$ cat config.mk
export PLATFORM = sky130hd
export DESIGN_NAME = ldst_align
export DESIGN_NICKNAME = d
export VERILOG_FILES = /design/src/rtl/lsa_pkg.sv /design/src/rtl/lsa_decode.sv /design/src/rtl/lsa_align_chk.sv /design/src/rtl/lsa_store_lanes.sv /design/src/rtl/lsa_load_extract.sv /design/src/rtl/ldst_align.sv
export SDC_FILE = /design/constraint.sdc
export NUM_CORES = 1
export LEC_CHECK = 0
export ABC_AREA = 0
export CORE_AREA = 3 3 84 86
export DETAILED_ROUTE_END_ITERATION = 8
export DIE_AREA = 0 0 87 89
export DONT_BUFFER_PORTS = 1
export REMOVE_ABC_BUFFERS = 1
export SLEW_MARGIN = 20
export SYNTH_ARGS = -nofsm -noshare
export SYNTH_HDL_FRONTEND = slang
export SYNTH_SLANG_ARGS = --single-unit
$ cat constraint.sdc
create_clock -name vclk -period 2.9
set_input_delay 0.435 -clock vclk [all_inputs]
set_output_delay 0.435 -clock vclk [all_outputs]
set_load 0.05 [all_outputs]
$ cat src/rtl/lsa_pkg.sv
package lsa_pkg;
  localparam int WORD_W = 32;
  localparam int DISP_W = 16;
  localparam int OP_W   = 6;

  typedef enum logic [1:0] {SZ_BYTE = 2'd0, SZ_HALF = 2'd1, SZ_WORD = 2'd2} acc_size_e;

  localparam logic [OP_W-1:0] OP_LDB  = 6'b100000;
  localparam logic [OP_W-1:0] OP_LDH  = 6'b100001;
  localparam logic [OP_W-1:0] OP_LDW  = 6'b100011;
  localparam logic [OP_W-1:0] OP_LDBU = 6'b100100;
  localparam logic [OP_W-1:0] OP_LDHU = 6'b100101;
  localparam logic [OP_W-1:0] OP_STB  = 6'b101000;
  localparam logic [OP_W-1:0] OP_STH  = 6'b101001;
  localparam logic [OP_W-1:0] OP_STW  = 6'b101011;

  // Widen a displacement to the address width with its sign bit.
  function automatic logic [WORD_W-1:0] widen_disp(input logic [DISP_W-1:0] d);
    return {{(WORD_W-DISP_W){d[DISP_W-1]}}, d};
  endfunction

  // Widen a narrow value held in the low bits, with or without sign fill.
  function automatic logic [WORD_W-1:0] widen_val(input logic [WORD_W-1:0] v,
                                                  input int unsigned bits,
                                                  input logic fill_sign);
    logic [WORD_W-1:0] mask;
    logic              s;
    mask = (WORD_W'(1) << bits) - WORD_W'(1);
    s    = fill_sign & v[bits-1];
    return (v & mask) | ({WORD_W{s}} & ~mask);
  endfunction
endpackage

$ cat src/rtl/lsa_decode.sv
module lsa_decode
  import lsa_pkg::*;
(
  input  logic [OP_W-1:0] op_i,
  output logic            is_load_o,
  output logic            is_store_o,
  output logic            unsigned_o,
  output acc_size_e       size_o
);
  always_comb begin
    is_load_o  = 1'b0;
    is_store_o = 1'b0;
    unsigned_o = 1'b0;
    size_o     = SZ_BYTE;
    case (op_i)
      OP_LDB:  begin is_load_o = 1'b1;  size_o = SZ_BYTE; end
      OP_LDBU: begin is_load_o = 1'b1;  size_o = SZ_BYTE; unsigned_o = 1'b1; end
      OP_LDH:  begin is_load_o = 1'b1;  size_o = SZ_HALF; end
      OP_LDHU: begin is_load_o = 1'b1;  size_o = SZ_HALF; unsigned_o = 1'b1; end
      OP_LDW:  begin is_load_o = 1'b1;  size_o = SZ_WORD; end
      OP_STB:  begin is_store_o = 1'b1; size_o = SZ_BYTE; end
      OP_STH:  begin is_store_o = 1'b1; size_o = SZ_HALF; end
      OP_STW:  begin is_store_o = 1'b1; size_o = SZ_WORD; end
      default: ;
    endcase
  end
endmodule

$ cat src/rtl/lsa_align_chk.sv
module lsa_align_chk
  import lsa_pkg::*;
#(
  parameter int AL_W = 2
) (
  input  logic            access_i,
  input  acc_size_e       size_i,
  input  logic [AL_W-1:0] addr_lo_i,
  output logic            err_o
);
  logic half_bad, word_bad;
  assign half_bad = (size_i == SZ_HALF) && addr_lo_i[0];
  assign word_bad = (size_i == SZ_WORD) && (addr_lo_i != '0);
  assign err_o    = access_i && (half_bad || word_bad);
endmodule

$ cat src/rtl/lsa_store_lanes.sv
module lsa_store_lanes
  import lsa_pkg::*;
#(
  parameter int DATA_W = 32,
  localparam int LANES = DATA_W / 8,
  localparam int AL_W  = $clog2(LANES)
) (
  input  logic              is_store_i,
  input  logic              err_i,
  input  acc_size_e         size_i,
  input  logic [AL_W-1:0]   addr_lo_i,
  input  logic [DATA_W-1:0] st_val_i,
  output logic [LANES-1:0]  be_o,
  output logic [DATA_W-1:0] wdata_o
);
  // Lane l is byte offset l; big-endian, so lane 0 is the top byte.
  for (genvar l = 0; l < LANES; l++) begin : g_lane
    logic       hit;
    logic [7:0] lane_d;
    assign hit = (size_i == SZ_BYTE) ? (addr_lo_i == AL_W'(l)) :
                 (size_i == SZ_HALF) ? (addr_lo_i[AL_W-1:1] == (AL_W-1)'(l / 2)) :
                                       1'b1;
    assign lane_d = (size_i == SZ_BYTE) ? st_val_i[7:0] :
                    (size_i == SZ_HALF) ? ((l % 2 == 0) ? st_val_i[15:8] : st_val_i[7:0]) :
                                          st_val_i[DATA_W-1-8*l -: 8];
    assign be_o[LANES-1-l]                 = is_store_i && !err_i && hit;
    assign wdata_o[DATA_W-1-8*l -: 8]      = is_store_i ? lane_d : 8'h00;
  end
endmodule

$ cat src/rtl/lsa_load_extract.sv
module lsa_load_extract
  import lsa_pkg::*;
#(
  parameter int DATA_W = 32,
  localparam int LANES = DATA_W / 8,
  localparam int AL_W  = $clog2(LANES)
) (
  input  logic              is_load_i,
  input  logic              err_i,
  input  logic              unsigned_i,
  input  acc_size_e         size_i,
  input  logic [AL_W-1:0]   addr_lo_i,
  input  logic [DATA_W-1:0] rd_word_i,
  output logic [DATA_W-1:0] ld_val_o,
  output logic              reg_we_o
);
  logic [7:0]  lane_b [LANES];
  logic [15:0] half_h [LANES/2];

  for (genvar l = 0; l < LANES; l++) begin : g_byte
    assign lane_b[l] = rd_word_i[DATA_W-1-8*l -: 8];
  end
  for (genvar h = 0; h < LANES/2; h++) begin : g_half
    assign half_h[h] = {lane_b[2*h], lane_b[2*h+1]};
  end

  logic [7:0]  byte_sel;
  logic [15:0] half_sel;
  assign byte_sel = lane_b[addr_lo_i];
  assign half_sel = half_h[addr_lo_i[AL_W-1:1]];
  assign reg_we_o = is_load_i && !err_i;

  always_comb begin
    ld_val_o = '0;
    if (reg_we_o) begin
      case (size_i)
        SZ_BYTE: ld_val_o = widen_val(DATA_W'(byte_sel), 8, !unsigned_i);
        SZ_HALF: ld_val_o = widen_val(DATA_W'(half_sel), 16, !unsigned_i);
        default: ld_val_o = rd_word_i;
      endcase
    end
  end
endmodule

$ cat src/rtl/ldst_align.sv
module ldst_align
  import lsa_pkg::*;
#(
  parameter int DATA_W = WORD_W,
  parameter int OFFS_W = DISP_W,
  localparam int LANES = DATA_W / 8,
  localparam int AL_W  = $clog2(LANES)
) (
  input  logic [OP_W-1:0]   op_i,
  input  logic [DATA_W-1:0] base_i,
  input  logic [OFFS_W-1:0] offs_i,
  input  logic [DATA_W-1:0] st_val_i,
  input  logic [DATA_W-1:0] rd_word_i,
  output logic [DATA_W-1:0] addr_o,
  output logic [LANES-1:0]  be_o,
  output logic [DATA_W-1:0] wdata_o,
  output logic [DATA_W-1:0] ld_val_o,
  output logic              reg_we_o,
  output logic              addr_err_o
);
  logic      is_load, is_store, is_uns;
  acc_size_e acc_size;

  assign addr_o = base_i + widen_disp(offs_i);

  lsa_decode u_dec (
    .op_i(op_i), .is_load_o(is_load), .is_store_o(is_store),
    .unsigned_o(is_uns), .size_o(acc_size)
  );

  lsa_align_chk #(.AL_W(AL_W)) u_chk (
    .access_i(is_load || is_store), .size_i(acc_size),
    .addr_lo_i(addr_o[AL_W-1:0]), .err_o(addr_err_o)
  );

  lsa_store_lanes #(.DATA_W(DATA_W)) u_st (
    .is_store_i(is_store), .err_i(addr_err_o), .size_i(acc_size),
    .addr_lo_i(addr_o[AL_W-1:0]), .st_val_i(st_val_i),
    .be_o(be_o), .wdata_o(wdata_o)
  );

  lsa_load_extract #(.DATA_W(DATA_W)) u_ld (
    .is_load_i(is_load), .err_i(addr_err_o), .unsigned_i(is_uns),
    .size_i(acc_size), .addr_lo_i(addr_o[AL_W-1:0]), .rd_word_i(rd_word_i),
    .ld_val_o(ld_val_o), .reg_we_o(reg_we_o)
  );

  // Cross-module checks on the settled outputs of the sub-blocks.
  always_comb begin
    if (addr_err_o)
      a_r9_err_quiet: assert (be_o == '0 && !reg_we_o && ld_val_o == '0)
        else $error("error access left a side effect");
    if (be_o != '0)
      a_r2_store_no_we: assert (!reg_we_o)
        else $error("store raised register write");
    a_r7_be_shape: assert ($countones(be_o) inside {0, 1, 2, LANES})
      else $error("lane mask shape %b", be_o);
    if (acc_size == SZ_BYTE)
      a_r6_byte_never_err: assert (!addr_err_o)
        else $error("byte access flagged misaligned");
    if (reg_we_o && acc_size == SZ_BYTE && !is_uns)
      a_r3_byte_sext: assert (ld_val_o[DATA_W-1:7] == '0 || ld_val_o[DATA_W-1:7] == '1)
        else $error("signed byte load not sign filled");
  end
endmodule

==> impl_results.rst, run 1 <==
.. list-table::
   :header-rows: 1

   * - Metric
     - Value
   * - Number of buffers and inverters on the critical path
     - 2
   * - Pwr dens
     - 323 mW/mm^2
   * - Slew Limit Fails
     - 0
   * - Via count of the first global-routing pass
     - 3603
   * - Final wirelength
     - 11800 um
   * - Overall track demand over capacity in global routing
     - 0.270
   * - Critical path's top delay family
     - compound AO/OA/AOI/OAI gates
   * - Crit path time final
     - 2.92 ns
   * - Met2 routed wirelength
     - 6070 um
   * - Startpoint of the tightest hold check path
     - rd_word_i[6]
   * - Endpoint type of the worst setup path
     - primary output
   * - Hold bufs inserted after CTS
     - 0
   * - Status
     - complete, but fails checks
   * - Met3 wire len
     - 1010 um
   * - Combinational cell fraction of total power
     - 1.000
   * - Final cycle utilization of the critical path
     - 1.01
   * - Antenna violations before repair
     - 0
   * - Core Region
     - 0.00635 mm^2
   * - Maximum fanout along the worst path
     - 4
   * - Mapped cell area
     - 0.00287 mm^2
   * - Most repeated library cell on the critical path
     - a21oi_2
   * - Number of setup violations in the final report
     - 1
   * - Count of synthesis-stage warnings from yosys
     - 0
   * - Routed WL per cell
     - 18.8 um
   * - Switching portion of total power
     - 0.632
   * - Die W
     - 87 um
   * - Proportion of power drawn by the clock network
     - 0
   * - Achievable Freq
     - 343 MHz
   * - Unrepaired setup endpoints after global routing
     - true
   * - Pre-Repair DR Iteration Count
     - 5
   * - Leading cell types by total area after synthesis
     - ha_1 (14%), a21oi_1 (13%), nand2_1 (11%), xnor2_1 (5.8%), mux4_2 (5.5%)
   * - Worst slack on hold paths
     - 1.14 ns
   * - Arrival time of data at the critical path endpoint
     - 2.48 ns
   * - Initial cell density of the core
     - 0.451
   * - First-pass GRT wire length
     - 17300 um
   * - Most common cell after layout, fill and taps aside
     - buf_4
   * - Cell internal pwr
     - 506 uW
   * - Critical path startpoint category
     - input pin
   * - Total congestion overflow
     - 0
   * - DRC viols
     - 0
   * - Fraction of layout instances using a drive strength above 1
     - 0.319
   * - WL met1
     - 4480 um
   * - Nets@finish
     - 703
   * - Switching power
     - 870 uW
   * - Total Die Area
     - 0.00774 mm^2
   * - Post-synthesis sequential area ratio
     - 0
   * - Cells along the critical path
     - ha_4, inv_2, fa_2, nor2b_4, o2111ai_2, a21oi_2, o41ai_4, a21oi_2, and4b_1, a211oi_2, buf_6
   * - Clock buffers
     - 0
   * - Transition at the pin with the smallest max-transition slack
     - 0.721 ns
   * - Site row count
     - 29
   * - Crit-path max cell delay
     - 0.36 ns
   * - Placed wire-length estimate after detailed placement
     - 9560 um
   * - Required time at the endpoint of the critical path
     - 2.47 ns
   * - Maximum number of pins on one net before global-route repair
     - 37
   * - Mean area per synthesized cell
     - 6.49 um^2
   * - Fin. Hold Viols
     - 0
   * - CP startpoint
     - base_i[0]
   * - Termination of the worst setup path
     - addr_o[28]
   * - Max-capacitance violation count
     - 0
   * - Highest metal layer with signal wires
     - met4
   * - ANT nets after route
     - 0
   * - Largest vdd supply drop
     - 0.260 mV
   * - Number of I/O port buffers
     - 0
   * - Chip height
     - 89 um
   * - Worst hold path class
     - in2out
   * - Mapped Cells
     - 442
   * - Number of different library cells in the post-synthesis netlist
     - 58
   * - Violations in the final reports
     - setup timing
   * - Sequential share of power
     - 0
   * - Count of flip-flops and latches
     - 0
   * - Number of DRC markers after the initial detailed-route iteration
     - 154
   * - Final RePlAce weighted congestion
     - 0.896
   * - Number of top-level design ports
     - 220
   * - Classification of the worst setup path
     - in2out
   * - Top cell type's share of synthesized area
     - 0.135
   * - Slack of the critical path
     - -0.0174 ns
   * - Instance area after placement
     - 0.00408 mm^2
   * - Area added between synthesis and finish
     - 48.8%
   * - Total number of vias
     - 3830
   * - Critical path depth
     - 11
   * - Max-Slew Margin vs Limit
     - 0.518
   * - Slowest stage cell on the critical path
     - fa_2
   * - Highest-count cells in the layout ignoring fill and taps
     - buf_4 (109), nand2_1 (83), a21oi_1 (70), nor2_1 (25), ha_1 (25)
   * - Fill cell count
     - 558
   * - Area used by sequential logic in the layout
     - 0 um^2
   * - Leakage dissipation
     - 1.93 nW
   * - Setup slack after placement
     - -0.176 ns
   * - Via/cell ratio
     - 6.09
   * - Post-route design area
     - 0.00427 mm^2
   * - Cell type contributing the most total cell area after synthesis
     - ha_1
## per-stage QoR
step / cells / utilization / TNS, ns / total power, mW
after CTS: 626 / 0.655 / -0.118 / 1.35
final: 629 / 0.672 / -0.0174 / 1.38
after global routing: 628 / 0.671 / -0.291 / 1.46
after detailed placement: 624 / 0.642 / -2.74 / 1.32
after global placement: 624 / 0.642 / -0.884 / 1.30
after floorplan: 420 / - / -27.61 / 0.925
## area by class of cell
class | count | area, um^2 | share of cell area
tap | 77 | 96.3 | 0.0226
timing repair buffer | 131 | 1230 | 0.289
inverter | 11 | 41.3 | 0.00968
antenna | 1 | 2.50 | 0.000587
multi-input combinational | 409 | 2890 | 0.678
## kinds of logic (layout without fill, tap and decap cells)
family	count (synthesis)	in the layout	synth area share
compound gates	176	176	0.394
xor+xnor	28	28	0.0856
simple gates	163	163	0.264
other cells	0	1	0
fa+ha+maj	32	32	0.142
mux	10	10	0.0659
buf+inv	33	142	0.0484
## routing by layer
| layer | track usage | vias to the layer above |
|---|---|---|
| met4 | 0.0411 | 0 |
| met1 | 0.312 | 1760 |
| met5 | 0 | - |
| met2 | 0.519 | 184 |
| met3 | 0.0525 | 22 |
| li1 | - | 1864 |
## Yosys cell counts (all sizes together), types with 10 or more instances
cell,n
o21a,19
a22oi,15
clkbuf,17
and2,10
inv,11
nor2,27
a21oi,78
nand2,83
o21ai,21
xnor2,19
a21o,13
ha,31
## worst min path at each step
stage	end	slack, ns	cells after the start
6_report	ld_val_o[6]	1.14	3
3_5_place_dp	ld_val_o[1]	1.14	3
2_1_floorplan	ld_val_o[15]	1.15	2
5_1_grt	wdata_o[16]	1.15	3
3_3_place_gp	ld_val_o[3]	1.14	3
4_1_cts	ld_val_o[6]	1.14	3
## power by group through the flow
stage | Sequential [mW] | Combinational, mW | Clock, mW
after floorplan | 0 | 0.925 | 0
after global placement | 0 | 1.30 | 0
after detailed placement | 0 | 1.32 | 0
after CTS | 0 | 1.35 | 0
after global routing | 0 | 1.46 | 0
final | 0 | 1.38 | 0.0000000464
## what timing repair did
action	CTS	global route
resized for setup	15	18
setup buffers	3	3
setup endpoints to repair	31	33
pin swaps	9	21
Note: power is estimated with default switching activity, not from simulation.
==> run 2, diff against run 1 <==
--- a/config.mk
+++ b/config.mk
@@ -6,9 +6,9 @@
 export NUM_CORES = 1
 export LEC_CHECK = 0
 export ABC_AREA = 0
-export CORE_AREA = 3 3 84 86
+export CORE_MARGIN = 3
+export CORE_UTILIZATION = 45
 export DETAILED_ROUTE_END_ITERATION = 8
-export DIE_AREA = 0 0 87 89
 export DONT_BUFFER_PORTS = 1
 export REMOVE_ABC_BUFFERS = 1
 export SLEW_MARGIN = 20
==> impl_results.rst, run 2 (synthesized netlist as in run 1, its figures left out) <==
.. list-table::
   :header-rows: 1

   * - Metric
     - Value
   * - Max-Slew Margin vs Limit
     - 0.557 (+0.0397)
   * - Filler-free cell count of the finished design
     - 630 (+0.16%)
   * - Chip height
     - 85.8 um (-3.6%)
   * - Endpoint type of the worst setup path
     - primary output
   * - Highest-count cells in the layout ignoring fill and taps
     - buf_4 (112), nand2_1 (83), a21oi_1 (68), ha_1 (29), nor2_1 (25)
   * - ANT nets after route
     - 0 (unchanged)
   * - Most common cell after layout, fill and taps aside
     - buf_4
   * - Final cycle utilization of the critical path
     - 1.01 (about the same)
   * - First-pass GRT wire length
     - 17500 um (+1.2%)
   * - Final wirelength
     - 11800 um (+0.31%)
   * - Clock buffers
     - 0 (unchanged)
   * - Number of top-level design ports
     - 220 (unchanged)
   * - Transition at the pin with the smallest max-transition slack
     - 0.662 ns (-0.0593 ns)
   * - Nets@finish
     - 707 (+0.57%)
   * - Proportion of power drawn by the clock network
     - 0 (unchanged)
   * - Status
     - complete, but fails checks
   * - Number of diodes
     - 0 (-1)
   * - Switching portion of total power
     - 0.633 (+0.000922)
   * - Total design power
     - 1.38 mW (+0.14%)
   * - Met2 routed wirelength
     - 5920 um (-2.6%)
   * - Area used by sequential logic in the layout
     - 0 um^2 (unchanged)
   * - Die W
     - 85.8 um (-1.4%)
   * - Fraction of layout instances using a drive strength above 1
     - 0.328 (+0.00851)
   * - Slack of the critical path
     - -0.0189 ns (-0.00147 ns)
   * - Via/cell ratio
     - 6.23 (+2.3%)
   * - Core Region
     - 0.00606 mm^2 (-4.6%)
   * - Slowest stage cell on the critical path
     - fa_2
   * - Utilization after layout
     - 0.704 (+0.0322)
   * - Pwr dens
     - 323 mW/mm^2 (+0.11%)
   * - DRC viols
     - 0 (unchanged)
   * - Count of flip-flops and latches
     - 0 (unchanged)
   * - Number of DRC markers after the initial detailed-route iteration
     - 239 (+55%)
   * - Instance area after placement
     - 0.00409 mm^2 (+0.25%)
   * - Hold Crit Endpoint
     - ld_val_o[19]
   * - Total congestion overflow
     - 0 (unchanged)
   * - Switching power
     - 872 uW (+0.29%)
   * - Final RePlAce weighted congestion
     - 1.02 (+14%)
   * - Antenna violations before repair
     - 0 (unchanged)
   * - Achievable Freq
     - 343 MHz (about the same)
   * - Via count of the first global-routing pass
     - 3533 (-1.9%)
   * - Sequential share of power
     - 0 (unchanged)
   * - Combinational cell fraction of total power
     - 1.000 (about the same)
   * - Initial cell density of the core
     - 0.473 (+0.0215)
   * - Number of buffers and inverters on the critical path
     - 3 (+1)
   * - Cell internal pwr
     - 505 uW (-0.11%)
   * - Area added between synthesis and finish
     - 48.8% (about the same)
   * - Total Die Area
     - 0.00736 mm^2 (-4.9%)
   * - Overall track demand over capacity in global routing
     - 0.285 (+0.0151)
   * - Startpoint of the tightest hold check path
     - rd_word_i[19]
   * - Violations in the final reports
     - setup timing
   * - Slew Limit Fails
     - 0 (unchanged)
   * - Number of setup violations in the final report
     - 1 (unchanged)
   * - Maximum number of pins on one net before global-route repair
     - 37 (unchanged)
   * - Routed WL per cell
     - 18.8 um (+0.15%)
   * - Total number of vias
     - 3923 (+2.4%)
   * - Fill cell count
     - 496 (-11%)
   * - Maximum fanout along the worst path
     - 3 (-1)
   * - Fin. Hold Viols
     - 0 (unchanged)
   * - Leakage dissipation
     - 1.96 nW (+1.4%)
   * - Unrepaired setup endpoints after global routing
     - true
   * - Hold bufs inserted after CTS
     - 0 (unchanged)
   * - Crit-path max cell delay
     - 0.38 ns (+0.02 ns)
   * - Largest vdd supply drop
     - 0.284 mV (+9.4%)
   * - Highest metal layer with signal wires
     - met4
   * - Total instance count after detailed placement
     - 623 (-0.16%)
   * - Met3 wire len
     - 1150 um (+14%)
   * - Required time at the endpoint of the critical path
     - 2.47 ns (about the same)
   * - Critical path's top delay family
     - compound AO/OA/AOI/OAI gates
   * - Placed wire-length estimate after detailed placement
     - 9700 um (+1.5%)
   * - Crit path time final
     - 2.92 ns (+0.00147 ns)
   * - Critical path startpoint category
     - input pin
   * - Summed negative setup slack over all endpoints
     - -0.0189 ns (-0.00147 ns)
   * - Worst hold path cell count
     - 2 (-1)
   * - Site row count
     - 28 (-3.4%)
   * - Classification of the worst setup path
     - in2out
   * - WL met1
     - 4670 um (+4.2%)
   * - Cells along the critical path
     - ha_4, inv_2, fa_2, nor2b_4, o2111ai_2, a21oi_2, o41ai_4, a21oi_2, buf_4, a311oi_2, xnor2_1, buf_4
   * - Setup slack after placement
     - -0.158 ns (+0.0177 ns)
   * - Worst hold path class
     - in2out
   * - Pre-Repair DR Iteration Count
     - 5 (unchanged)
   * - Number of I/O port buffers
     - 0 (unchanged)
   * - Worst slack on hold paths
     - 1.12 ns (-0.0230 ns)
   * - Arrival time of data at the critical path endpoint
     - 2.48 ns (about the same)
   * - Max-capacitance violation count
     - 0 (unchanged)
   * - Post-route design area
     - 0.00427 mm^2 (about the same)
## run 2: cell count changes in the layout (fill, tap and decap cells not counted), sizes merged
cell / previous run / this run
buf: 131 / 135
diode: 1 / 0
## run 2: metal layers
metal	track usage	vias up
li1	-	1866
met2	0.509	195
met5	0	-
met3	0.0528	10
met1	0.367	1852
met4	0.0288	0
## run 2: power by group through the flow
stage / logic, mW / clock network [mW] / registers (mW)
after floorplan: 0.925 / 0 / 0
after global placement: 1.30 / 0 / 0
after detailed placement: 1.31 / 0 / 0
after CTS: 1.34 / 0 / 0
after global routing: 1.46 / 0 / 0
final: 1.38 / 0 / 0
## run 2: layout make-up
class,count,area [um^2],share of cell area
Timing Repair Buffer,135,1260,0.295
Multi-Input combinational cell,409,2870,0.674
Tap cell,75,93.8,0.0220
Inverter,11,41.3,0.00968
## run 2: worst max-delay path by stage
stage	slack, ns	end	cells past startpoint	start
3_5_place_dp	-0.16	addr_o[28]	11	base_i[0]
6_report	-0.02	addr_o[26]	12	offs_i[0]
3_3_place_gp	-0.11	ld_val_o[17]	9	base_i[0]
4_1_cts	-0.01	addr_o[26]	12	offs_i[0]
5_1_grt	-0.16	addr_o[26]	12	offs_i[0]
2_1_floorplan	-1.08	be_o[2]	5	op_i[2]
## run 2: what timing repair did
action	CTS	global route
resized for setup	15	18
setup buffers	3	5
pin swaps	10	15
cloned	0	0
setup endpoints to repair	32	35
==> run 3, diff against run 2 <==
--- a/config.mk
+++ b/config.mk
@@ -10,6 +10,7 @@
 export CORE_UTILIZATION = 45
 export DETAILED_ROUTE_END_ITERATION = 8
 export DONT_BUFFER_PORTS = 1
+export GPL_ROUTABILITY_DRIVEN = 1
 export REMOVE_ABC_BUFFERS = 1
 export SLEW_MARGIN = 20
 export SYNTH_ARGS = -nofsm -noshare
==> constraint.sdc (replaced) <==
create_clock -name vclk -period 3.4
set_input_delay 0.51 -clock vclk [all_inputs]
set_output_delay 0.51 -clock vclk [all_outputs]
set_load 0.05 [all_outputs]
==> impl_results.rst, run 3 (synthesized netlist as in run 1, its figures left out) <==
.. list-table::
   :header-rows: 1

   * - Metric
     - Value
   * - Highest-count cells in the layout ignoring fill and taps
     - buf_4 (90), nand2_1 (83), a21oi_1 (74), ha_1 (30), nor2_1 (26)
   * - Site row count
     - 28 (unchanged)
   * - Max-capacitance violation count
     - 0 (unchanged)
   * - Required time at the endpoint of the critical path
     - 2.89 ns (+0.42 ns)
   * - Utilization after layout
     - 0.647 (-0.0568)
   * - Switching power
     - 718 uW (-18%)
   * - ANT nets after route
     - 0 (unchanged)
   * - Final cycle utilization of the critical path
     - 0.955
   * - Area used by sequential logic in the layout
     - 0 um^2 (unchanged)
   * - Pwr dens
     - 279 mW/mm^2 (-14%)
   * - Worst hold path class
     - in2out
   * - Sequential share of power
     - 0 (unchanged)
   * - Number of buffers and inverters on the critical path
     - 2 (-1)
   * - Classification of the worst setup path
     - in2out
   * - Via count of the first global-routing pass
     - 3325 (-5.9%)
   * - Total congestion overflow
     - 0 (unchanged)
   * - Fraction of layout instances using a drive strength above 1
     - 0.258 (-0.0704)
   * - Area added between synthesis and finish
     - 36.8%
   * - Placed wire-length estimate after detailed placement
     - 9490 um (-2.2%)
   * - Chip height
     - 85.8 um (unchanged)
   * - First-pass GRT wire length
     - 16700 um (-4.4%)
   * - Proportion of power drawn by the clock network
     - 0 (unchanged)
   * - Number of I/O port buffers
     - 0 (unchanged)
   * - Max-Slew Margin vs Limit
     - 0.592 (+0.0345)
   * - Initial cell density of the core
     - 0.473 (unchanged)
   * - Number of diodes
     - 0 (unchanged)
   * - Most repeated library cell on the critical path
     - a21oi_2
   * - Setup slack after placement
     - 0.110 ns (+0.268 ns)
   * - Switching portion of total power
     - 0.656 (+0.0231)
   * - Overall track demand over capacity in global routing
     - 0.272 (-0.0125)
   * - Status
     - complete, no violations
   * - Unrepaired setup endpoints after global routing
     - false
   * - Fill cell count
     - 553 (+11%)
   * - Maximum number of pins on one net before global-route repair
     - 37 (unchanged)
   * - Count of flip-flops and latches
     - 0 (unchanged)
   * - Maximum fanout along the worst path
     - 4 (+1)
   * - Combinational cell fraction of total power
     - 1.000 (about the same)
   * - Number of DRC markers after the initial detailed-route iteration
     - 158 (-34%)
   * - Slowest stage cell on the critical path
     - fa_1
   * - Routed WL per cell
     - 18.7 um (-0.24%)
   * - Nets@finish
     - 680 (-3.8%)
   * - Hold bufs inserted after CTS
     - 0 (unchanged)
   * - Endpoint type of the worst setup path
     - primary output
   * - Number of setup violations in the final report
     - 0 (-1)
   * - Clock buffers
     - 0 (unchanged)
   * - Critical path's top delay family
     - compound AO/OA/AOI/OAI gates
   * - Crit-path max cell delay
     - 0.40 ns (+0.02 ns)
   * - Cells along the critical path
     - ha_2, inv_1, fa_1, nor2b_1, o2111ai_1, a21oi_2, o41ai_2, a21oi_2, and4b_1, a211oi_2, buf_6
   * - DRC viols
     - 0 (unchanged)
   * - Achievable Freq
     - 308 MHz
   * - Final wirelength
     - 11300 um (-4.5%)
   * - Leakage dissipation
     - 1.80 nW (-8.5%)
   * - Pre-Repair DR Iteration Count
     - 5 (unchanged)
   * - Largest vdd supply drop
     - 0.251 mV (-12%)
   * - Antenna violations before repair
     - 0 (unchanged)
   * - Number of top-level design ports
     - 220 (unchanged)
   * - Final RePlAce weighted congestion
     - 1.01 (-1.3%)
   * - Slack of the critical path
     - 0.154 ns (+0.173 ns)
   * - Fin. Hold Viols
     - 0 (unchanged)
   * - Cell internal pwr
     - 376 uW (-26%)
   * - Crit path time final
     - 3.25 ns
   * - Via/cell ratio
     - 6.19 (-0.61%)
   * - Buffers inserted during post-CTS setup optimization
     - 0 (-3)
   * - Multi-input logic area
     - 0.00276 mm^2 (-4.0%)
   * - Critical path startpoint category
     - input pin
   * - Slew Limit Fails
     - 0 (unchanged)
   * - Transition at the pin with the smallest max-transition slack
     - 0.610 ns (-0.0516 ns)
   * - Die W
     - 85.8 um (unchanged)
   * - Core Region
     - 0.00606 mm^2 (unchanged)
   * - Total number of vias
     - 3732 (-4.9%)
   * - Most common cell after layout, fill and taps aside
     - buf_4
   * - Arrival time of data at the critical path endpoint
     - 2.74 ns (+0.26 ns)
   * - Total Die Area
     - 0.00736 mm^2 (unchanged)
[run 3: cell types whose count changed in the layout (fill, tap and decap cells not counted), sizes merged]
| cell | previous run | this run |
|---|---|---|
| buf | 135 | 108 |
[run 3: per-layer routing]
metal  vias up  part of all wire  global-route usage
met5         -                 0                   0
met4         0             0.015              0.0302
met3        17              0.11              0.0692
met2       196              0.47               0.475
met1      1708              0.40               0.349
li1       1811                 -                   -
[run 3: worst paths after layout]
check | start | endpoint | slack (ns) | depth (start not counted)
max | base_i[0] | addr_o[28] | 0.15 | 11
min | rd_word_i[5] | ld_val_o[5] | 1.29 | 3
[run 3: what timing repair did]
action	CTS	global route
resized for setup	0	3
endpoints found under the hold margin	0	0
setup endpoints to repair	0	3
[run 3: stage by stage]
step	setup TNS [ns]	instances	hold slack, ns	power [mW]	cell area, um^2
final	0	603	1.29	1.09	3920
after floorplan	-9.32	420	1.30	0.789	2770
after global routing	0	603	1.30	1.16	3920
after CTS	0	603	1.29	1.09	3910
after global placement	0	603	1.29	1.07	3910
after detailed placement	0	603	1.29	1.08	3910
[run 3: power by group through the flow]
stage                     combinational, mW  sequential [mW]  clock (mW)
final                                  1.09                0           0
after global placement                 1.07                0           0
after CTS                              1.09                0           0
after floorplan                       0.789                0           0
after detailed placement               1.08                0           0
after global routing                   1.16                0           0
[run 3: cell type report]
class | count | share of cell area
inverter | 11 | 0.0105
multi-input combinational | 409 | 0.704
tap | 75 | 0.0239
timing repair buffer | 108 | 0.262
